<file path="config.mk">
export PLATFORM = sky130hd
export DESIGN_NAME = pulse_frame_decoder
export DESIGN_NICKNAME = d
export VERILOG_FILES = /design/src/rtl/pfd_pkg.sv /design/src/rtl/pfd_datapath.sv /design/src/rtl/pfd_control.sv /design/src/rtl/pulse_frame_decoder.sv
export SDC_FILE = /design/constraint.sdc
export NUM_CORES = 1
export LEC_CHECK = 0
export CORE_MARGIN = 3
export CORE_UTILIZATION = 43
export CTS_CLUSTER_DIAMETER = 120
export DETAILED_ROUTE_END_ITERATION = 12
export PLACE_DENSITY = 0.65
export SYNTH_ARGS = -nofsm -noshare
export SYNTH_HDL_FRONTEND = slang
export SYNTH_HIERARCHICAL = 1
export SYNTH_SLANG_ARGS = --single-unit
</file>
<file path="constraint.sdc">
create_clock -name clk -period 3.1 [get_ports clk]
set_clock_uncertainty 0.05 [all_clocks]
set_input_delay 0.62 -clock clk [delete_from_list [all_inputs] [get_ports clk]]
set_output_delay 0.62 -clock clk [all_outputs]
set_load 0.02 [all_outputs]
</file>
<file path="src/rtl/pfd_pkg.sv">
package pfd_pkg;
  // Strobes passed from the control unit to the datapath
  typedef struct packed {
    logic restart;    // rising edge seen: start a new interval
    logic appendBit;  // store bitVal at the next free position
    logic bitVal;
    logic endFrame;   // quiet gap elapsed: close and clear the frame
    logic publish;    // closed frame is long enough to report
  } pfdCtrl_t;
endpackage

</file>
<file path="src/rtl/pfd_datapath.sv">
module pfd_datapath
  import pfd_pkg::*;
#(
  parameter int MAX_BITS    = 31,
  parameter int MIN_REPORT  = 5,
  parameter int STOP_TICKS  = 2400,
  localparam int TIMER_W    = $clog2(STOP_TICKS + 1),
  localparam int COUNT_W    = $clog2(MAX_BITS + 1)
) (
  input  logic                clk,
  input  logic                rstN,
  input  logic                tickEn,
  input  pfdCtrl_t            ctrl,
  output logic [TIMER_W-1:0]  timerVal,
  output logic                timerRunning,
  output logic [COUNT_W-1:0]  bitCount,
  output logic [MAX_BITS-1:0] frameData,
  output logic [COUNT_W-1:0]  frameBits,
  output logic                frameValid
);
  logic [MAX_BITS-1:0] accWord;

  // Interval counter: reloads on an edge, freezes at the idle limit
  always_ff @(posedge clk or negedge rstN) begin
    if (!rstN) begin
      timerVal     <= '0;
      timerRunning <= 1'b0;
    end else if (ctrl.restart) begin
      timerVal     <= tickEn ? TIMER_W'(1) : '0;
      timerRunning <= 1'b1;
    end else if (timerRunning) begin
      if (timerVal >= TIMER_W'(STOP_TICKS)) timerRunning <= 1'b0;
      else if (tickEn) timerVal <= timerVal + 1'b1;
    end
  end

  // One write enable per bit position of the frame word
  for (genvar i = 0; i < MAX_BITS; i++) begin : g_acc
    always_ff @(posedge clk or negedge rstN) begin
      if (!rstN) accWord[i] <= 1'b0;
      else if (ctrl.endFrame) accWord[i] <= 1'b0;
      else if (ctrl.appendBit && bitCount == COUNT_W'(i)) accWord[i] <= ctrl.bitVal;
    end
  end

  always_ff @(posedge clk or negedge rstN) begin
    if (!rstN) bitCount <= '0;
    else if (ctrl.endFrame) bitCount <= '0;
    else if (ctrl.appendBit && bitCount < COUNT_W'(MAX_BITS)) bitCount <= bitCount + 1'b1;
  end

  always_ff @(posedge clk or negedge rstN) begin
    if (!rstN) begin
      frameData  <= '0;
      frameBits  <= '0;
      frameValid <= 1'b0;
    end else begin
      frameValid <= ctrl.publish;
      if (ctrl.publish) begin
        frameData <= accWord;
        frameBits <= bitCount;
      end
    end
  end

  AST_TIMER_BOUND: assert property (@(posedge clk) disable iff (!rstN)
    timerVal <= TIMER_W'(STOP_TICKS));
  AST_TIMER_FROZEN: assert property (@(posedge clk) disable iff (!rstN)
    (!timerRunning && !ctrl.restart) |=> $stable(timerVal));
  AST_COUNT_CAP: assert property (@(posedge clk) disable iff (!rstN)
    bitCount <= COUNT_W'(MAX_BITS));
  AST_VALID_PULSE: assert property (@(posedge clk) disable iff (!rstN)
    frameValid |=> !frameValid);
  AST_REPORT_SIZE: assert property (@(posedge clk) disable iff (!rstN)
    frameValid |-> frameBits >= COUNT_W'(MIN_REPORT));
  AST_OUT_HOLD: assert property (@(posedge clk) disable iff (!rstN)
    (!$stable(frameBits) || !$stable(frameData)) |-> frameValid);
endmodule

</file>
<file path="src/rtl/pfd_control.sv">
module pfd_control
  import pfd_pkg::*;
#(
  parameter int ONE_TICKS   = 120,
  parameter int ZERO_TICKS  = 60,
  parameter int FUZZ_TICKS  = 20,
  parameter int MAX_BITS    = 31,
  parameter int MIN_REPORT  = 5,
  parameter int STOP_TICKS  = 2400,
  localparam int GAP_TICKS  = ONE_TICKS + FUZZ_TICKS,
  localparam int TIMER_W    = $clog2(STOP_TICKS + 1),
  localparam int COUNT_W    = $clog2(MAX_BITS + 1)
) (
  input  logic               clk,
  input  logic               rstN,
  input  logic               envIn,
  input  logic [TIMER_W-1:0] timerVal,
  input  logic               timerRunning,
  input  logic [COUNT_W-1:0] bitCount,
  output pfdCtrl_t           ctrl
);
  logic envPrev;
  logic frameActive;
  logic riseEdge, isOne, isZero;

  assign riseEdge = envIn && !envPrev;
  assign isOne  = (timerVal > TIMER_W'(ONE_TICKS - FUZZ_TICKS)) &&
                  (timerVal < TIMER_W'(ONE_TICKS + FUZZ_TICKS));
  assign isZero = (timerVal > TIMER_W'(ZERO_TICKS - FUZZ_TICKS)) &&
                  (timerVal < TIMER_W'(ZERO_TICKS + FUZZ_TICKS));

  always_comb begin
    ctrl.restart   = riseEdge;
    ctrl.appendBit = riseEdge && timerRunning && (isOne || isZero);
    ctrl.bitVal    = isOne;
    ctrl.endFrame  = frameActive && (timerVal >= TIMER_W'(GAP_TICKS));
    ctrl.publish   = ctrl.endFrame && (bitCount >= COUNT_W'(MIN_REPORT));
  end

  always_ff @(posedge clk or negedge rstN) begin
    if (!rstN) begin
      envPrev     <= 1'b0;
      frameActive <= 1'b0;
    end else begin
      envPrev <= envIn;
      if (ctrl.endFrame) frameActive <= 1'b0;
      else if (ctrl.appendBit) frameActive <= 1'b1;
    end
  end

  AST_END_NOT_APPEND: assert property (@(posedge clk) disable iff (!rstN)
    !(ctrl.appendBit && ctrl.endFrame));
  AST_APPEND_OPENS: assert property (@(posedge clk) disable iff (!rstN)
    ctrl.appendBit |=> frameActive);
  AST_IDLE_CLOSED: assert property (@(posedge clk) disable iff (!rstN)
    !timerRunning |-> !frameActive);
endmodule

</file>
<file path="src/rtl/pulse_frame_decoder.sv">
module pulse_frame_decoder
  import pfd_pkg::*;
#(
  parameter int ONE_TICKS   = 120,
  parameter int ZERO_TICKS  = 60,
  parameter int FUZZ_TICKS  = 20,
  parameter int MAX_BITS    = 31,
  parameter int MIN_REPORT  = 5,
  parameter int STOP_TICKS  = 2400,
  localparam int TIMER_W    = $clog2(STOP_TICKS + 1),
  localparam int COUNT_W    = $clog2(MAX_BITS + 1)
) (
  input  logic                clk,
  input  logic                rstN,
  input  logic                tickEn,
  input  logic                envIn,
  output logic [MAX_BITS-1:0] frameData,
  output logic [COUNT_W-1:0]  frameBits,
  output logic                frameValid
);
  pfdCtrl_t           ctrl;
  logic [TIMER_W-1:0] timerVal;
  logic               timerRunning;
  logic [COUNT_W-1:0] bitCount;

  pfd_control #(
    .ONE_TICKS(ONE_TICKS), .ZERO_TICKS(ZERO_TICKS), .FUZZ_TICKS(FUZZ_TICKS),
    .MAX_BITS(MAX_BITS), .MIN_REPORT(MIN_REPORT), .STOP_TICKS(STOP_TICKS)
  ) i_control (
    .clk(clk), .rstN(rstN), .envIn(envIn), .timerVal(timerVal),
    .timerRunning(timerRunning), .bitCount(bitCount), .ctrl(ctrl)
  );

  pfd_datapath #(
    .MAX_BITS(MAX_BITS), .MIN_REPORT(MIN_REPORT), .STOP_TICKS(STOP_TICKS)
  ) i_datapath (
    .clk(clk), .rstN(rstN), .tickEn(tickEn), .ctrl(ctrl),
    .timerVal(timerVal), .timerRunning(timerRunning), .bitCount(bitCount),
    .frameData(frameData), .frameBits(frameBits), .frameValid(frameValid)
  );
endmodule

</file>
# Yosys cells after proc, flatten, opt, wreduce, memory -nomap -nowiden
# Index checks and enable logic that the tools add are counted.
classes:
  n_addsub: 2
  n_lt_le_gt_ge: 8
  eq_ne: 31
  mux: 74
  n_reduce_logical: 78
ops:
  columns: ["op", "count"]
  rows:
  - ["5-bit equality test, second input constant", 15]
  - ["2-bit nonzero test", 35]
  - ["1-bit two-way mux", 68]
  - ["12-bit two-way mux", 4]
  - ["5-bit by 4-bit equality test with 1-bit output, second input constant", 8]
  - ["1-bit logical AND", 39]
  - ["5-bit by 3-bit equality test with 1-bit output, second input constant", 4]
  - ["12-bit by 1-bit adder with 12-bit output, second input constant", 1]
  - ["12-bit greater-or-equal comparator, second input constant", 1]
  - ["12-bit by 8-bit greater-or-equal comparator with 1-bit output, second input constant", 1]
  - ["12-bit by 6-bit greater-than comparator with 1-bit output, second input constant", 1]
  - ["12-bit by 7-bit greater-than comparator with 1-bit output, second input constant", 1]
  - ["12-bit by 7-bit less-than comparator with 1-bit output, second input constant", 1]
  - ["12-bit by 8-bit less-than comparator with 1-bit output, second input constant", 1]
  - ["5-bit by 2-bit equality test with 1-bit output, second input constant", 2]
  - ["5-bit two-way mux", 2]
  - ["5-bit by 1-bit adder with 5-bit output, second input constant", 1]
  - ["5-bit by 1-bit equality test with 1-bit output, second input constant", 1]
  - ["5-bit by 3-bit greater-or-equal comparator with 1-bit output, second input constant", 1]
  - ["5-bit logical NOT", 1]
  - ["5-bit less-than comparator, second input constant", 1]
  - ["3-bit AND reduction", 1]
  - ["2-bit inequality test, second input constant", 1]
  - ["1-bit logical NOT", 1]
  - ["1-bit logical OR", 1]
totals:
  regBits: 88
  out_inout_bits: 37
  wordCells: 232

# Logic depth before layout (Yosys ltp)
logic_depth:
  word_depth: 7
  ltp_mapped: 9
  depth_no_buf: 8

# By module
# The synthesis kept the hierarchy.
by_module_without_submodules:
  columns: ["mod", "instances", "cells_per_inst", "area_per_inst_um2", "seq_area_each_um2"]
  rows:
  - ["pfd_datapath", 1, 362, 3814.9, 2152.1]
  - ["pfd_control", 1, 29, 227.7, 50.0]

# Worst setup path before layout
# OpenSTA, ideal clock, no wires.
synth_timing:
  kind: "register to register"
  startpoint: "reg i_datapath.timerVal[11]"
  endpoint: "reg i_datapath.accWord[0]"
  setup_time_ps: 136
  t_arrival_ps: 2493
  path_slack_ps: 420
  path_stages_with_launch: 10
  synth_period_minus_slack_ps: 2680
  path_cell_list: "dfrtp_1 -> or4_4 -> a311o_1 -> a21o_1 -> a21oi_1 -> buf_2 -> nor4b_2 -> nand2_1 -> nand2_1 -> a21oi_1"
synth_lines:
  columns: ["item", "line", "source"]
  rows:
  - ["start: declaration", "pfd_datapath.sv:14", "output logic [TIMER_W-1:0] timerVal,"]
  - ["start signal: assignment", "pfd_datapath.sv:29", "timerVal <= tickEn ? TIMER_W'(1) : '0;"]
  - ["start signal: assignment", "pfd_datapath.sv:33", "else if (tickEn) timerVal <= timerVal + 1'b1;"]
  - ["end signal: indexed assignment", "pfd_datapath.sv:42", "else if (ctrl.appendBit && bitCount == COUNT_W'(i)) accWord[i] <= ctrl.bitVal;"]
  - ["end: declaration", "pfd_datapath.sv:21", "logic [MAX_BITS-1:0] accWord;"]

==> flow_metrics.py <==
metrics = {
    "clocking": {
        "postCtsSetupBuffers": 0,
        "cts_made_buffers": 9,
        "clkLatencyLatePin_ps": 350,
        "numClockSinks": 88,
        "cts_tree": "built",
        "clockBufferDepth": 2,
        "post_cts_resized": 0,
        "clkTransAtPathRegs_ps": 90,
        "htreeDepth": 3,
        "clockRootBuffer": "clkbuf_8",
        "hold_buffers": 0,
    },
    "floorplan": {
        "dieArea_sq_mm": 0.01060,
        "start_util_pct": 45.25,
        "rows": 34,
        "die_h_um": 103.0,
        "coreArea_sq_mm": 0.008934,
        "die_w_um": 103.0,
        "io_pins": 41,
    },
    "timing": {
        "final.min_clock_period_ps": 2706,
        "finalWorstSetupSlack_ps": 393.9,
        "timing.final.max_slew_violations": 0,
        "finalCritPeriodShare_pct": 87.29,
        "slew_headroom_pct": 58.97,
        "rsz0062_at_grt": "no",
        "hold_viol_final": 0,
        "setup_viol": 0,
        "max_slew.worst_pin.slew_ps": 615.4,
        "tns_ps": 0,
        "fmax_ghz": 0.3695,
    },
    "worst_setup_path": {
        "worstPathArrival_ps": 2880,
        "crit_type": "reg -> reg",
        "worst_setup_path_end_kind": "flop",
        "path_max_fanout": 13,
        "worstSetupStartpointType": "flop",
        "worst-endpoint-required_ps": 3270,
    },
    "grt": {
        "grtUsageTotal_pct": 16.16,
        "grt_pass1_vias": 2774,
        "gr-total-overflow": 0,
        "grt_max_degree": 47,
        "grt_pass1_wl_um": 13420,
        "antenna_found_initial": 0,
    },
    "drt": {
        "ant_nets": 0,
        "viasPerCell": 5.494,
        "vias": 2972,
        "routed_wl_um": 8134,
        "route.detailed.drc": 0,
        "routedWlPerCell_um": 15.04,
        "drt_pre_antenna_iters": 5,
        "drt_iter0_drc": 118,
    },
    "logic_synthesis": {
        "synth_compound_area_share_pct": 10.89,
        "ys.warnings.count": 6,
        "post_synth.cell_area_avg_sq_um": 10.34,
        "synth.distinct_cells": 46,
        "ys_seq_area_share_pct": 54.47,
        "synth-edff-count": 0,
        "synthSimpleGateAreaFrac_pct": 16.31,
        "syn-num-nets": 402,
        "synth_ff_type": "dfrtp_1",
        "synth.area.mux_share_pct": 11.79,
        "synth-seq-cells": 88,
        "synth_async_sr_flop_share_pct": 100.0,
        "synth_top_family_by_area": "simple AND/OR/NAND/NOR gates",
        "synth_area_sq_mm": 0.004043,
        "synth_xor_xnor_area_share_pct": 0.2167,
        "yosys.area_share.adder_pct": 2.167,
        "syn_inst": 391,
    },
    "worst_hold_path": {
        "min_path_type": "in -> async",
    },
    "power": {
        "power.leakage_nw": 2.071,
        "ir_drop_mv": 0.1829,
        "p_per_area_mw_per_mm2": 431.6,
    },
    "final_layout": {
        "final_cell_mix": "dfrtp_1 (88), nand2_1 (52), a21oi_1 (40), clkdlybuf4s50_1 (39), mux2_2 (37)",
        "fillers": 819,
        "final_cells": 541,
        "antenna_cells": 0,
        "fin_nets": 439,
        "drive_gt1_share_pct": 16.63,
        "area_growth_pct": 18.14,
        "layout_commonest_cell": "dfrtp_1",
    },
    "place": {
        "hpwl_um": 5392,
        "post-place-ws_ps": 413.6,
        "place.gp.congestion": 0.7893,
        "portBuffers": 40,
        "dp_cells": 525,
    },
    "status": {
        "outcome": "completed",
    },
    "flow_run": {
        "cap_violations": 0,
    },
}
==> power breakdown <==
| group | total (mW) | internal, mW | switching (mW) |
|---|---|---|---|
| registers | 1.20 | 1.17 | 0.0324 |
| logic | 0.108 | 0.0382 | 0.0693 |
| clock network | 0.756 | 0.361 | 0.395 |
| total | 2.06 | 1.56 | 0.497 |
==> area by class of cell <==
type	count	area [sq um]	share of cell area (%)
multi-input combinational	262	1684	35.26
tap	108	135.1	2.829
clock inverter	3	25.02	0.5240
clock buffer	13	168.9	3.537
sequential	88	2202	46.11
inverter	14	52.55	1.100
timing repair buffer	53	508.0	10.64
==> critical path, cell delays in order (launching register included) <==
cell	delay (ps)
dfrtp_1	410
or4_4	540
a311o_1	380
a21o_1	180
a21oi_1	120
buf_4	200
nor4bb_1	300
buf_4	200
nand2_1	60
nand2_1	80
a21oi_1	60
==> metrics by stage <==
stage               cell area (sq um)  hold WS [ps]  util [%]  total power [mW]
finish                           4776         227.3     53.46             2.061
global route                     4776         267.2     53.46             2.159
CTS                              4776         237.9     53.46             2.090
detailed placement               4582         440.8     51.29             1.329
global placement                 4582         438.8     51.29             1.322
floorplan                        4043         274.4         -             1.271
==> sequential cells by signal, indices dropped and copies added, names as in the netlist <==
name                     count
i_datapath/frameBits         5
i_datapath/timerRunning      1
i_datapath/frameValid        1
i_datapath/timerVal         12
i_datapath/accWord          31
i_control/frameActive        1
i_control/envPrev            1
i_datapath/frameData        31
i_datapath/bitCount          5
==> cells by family after synthesis <==
logic type               count (synthesis)
AO/OA/AOI/OAI                           77
XOR/XNOR                                 1
AND/OR/NAND/NOR                        134
buffers and inverters                   41
flip-flops                              88
multiplexers                            43
adder cells (fa/ha/maj)                  7
==> synthesized netlist by cell type (6+ instances only) <==
master | n | area [sq um]
inv_1 | 14 | 52.55
nand2_1 | 52 | 195.2
mux2_2 | 37 | 416.7
or4_1 | 6 | 45.04
o21ai_0 | 18 | 90.09
nand3_1 | 22 | 110.1
nor2_1 | 22 | 82.58
a21oi_1 | 40 | 200.2
dfrtp_1 | 88 | 2202
clkbuf_1 | 20 | 75.07
mux2i_1 | 6 | 60.06
ha_1 | 7 | 87.58
nor3_1 | 7 | 35.03
==> worst paths after layout <==
kind,startpoint,endpoint,slack (ps),depth (start not counted)
max,i_datapath/timerVal[11]$_DFFE_PN0P_,i_datapath/accWord[9]$_DFFE_PN0P_,390,10
min in group clk,i_datapath/frameData[27]$_DFFE_PN0P_,i_datapath/frameData[27]$_DFFE_PN0P_,460,1
min,rstN,i_datapath/frameData[20]$_DFFE_PN0P_,230,1
max in group asynchronous,rstN,i_control/envPrev$_DFF_PN0_,2140,2
max reg2reg,i_datapath/timerVal[11]$_DFFE_PN0P_,i_datapath/accWord[9]$_DFFE_PN0P_,390,10
min reg2reg,i_datapath/frameData[27]$_DFFE_PN0P_,i_datapath/frameData[27]$_DFFE_PN0P_,460,1
==> routing by layer <==
layer | up-vias | part of all wire [%] | track usage, %
li1 | 1446 | - | -
met1 | 1450 | 48 | 22.65
met2 | 61 | 47 | 25.01
met3 | 15 | 3.7 | 2.706
met4 | 0 | 1.6 | 6.574
met5 | - | 0 | 0
No activity file was read; power rests on OpenSTA's default activity.
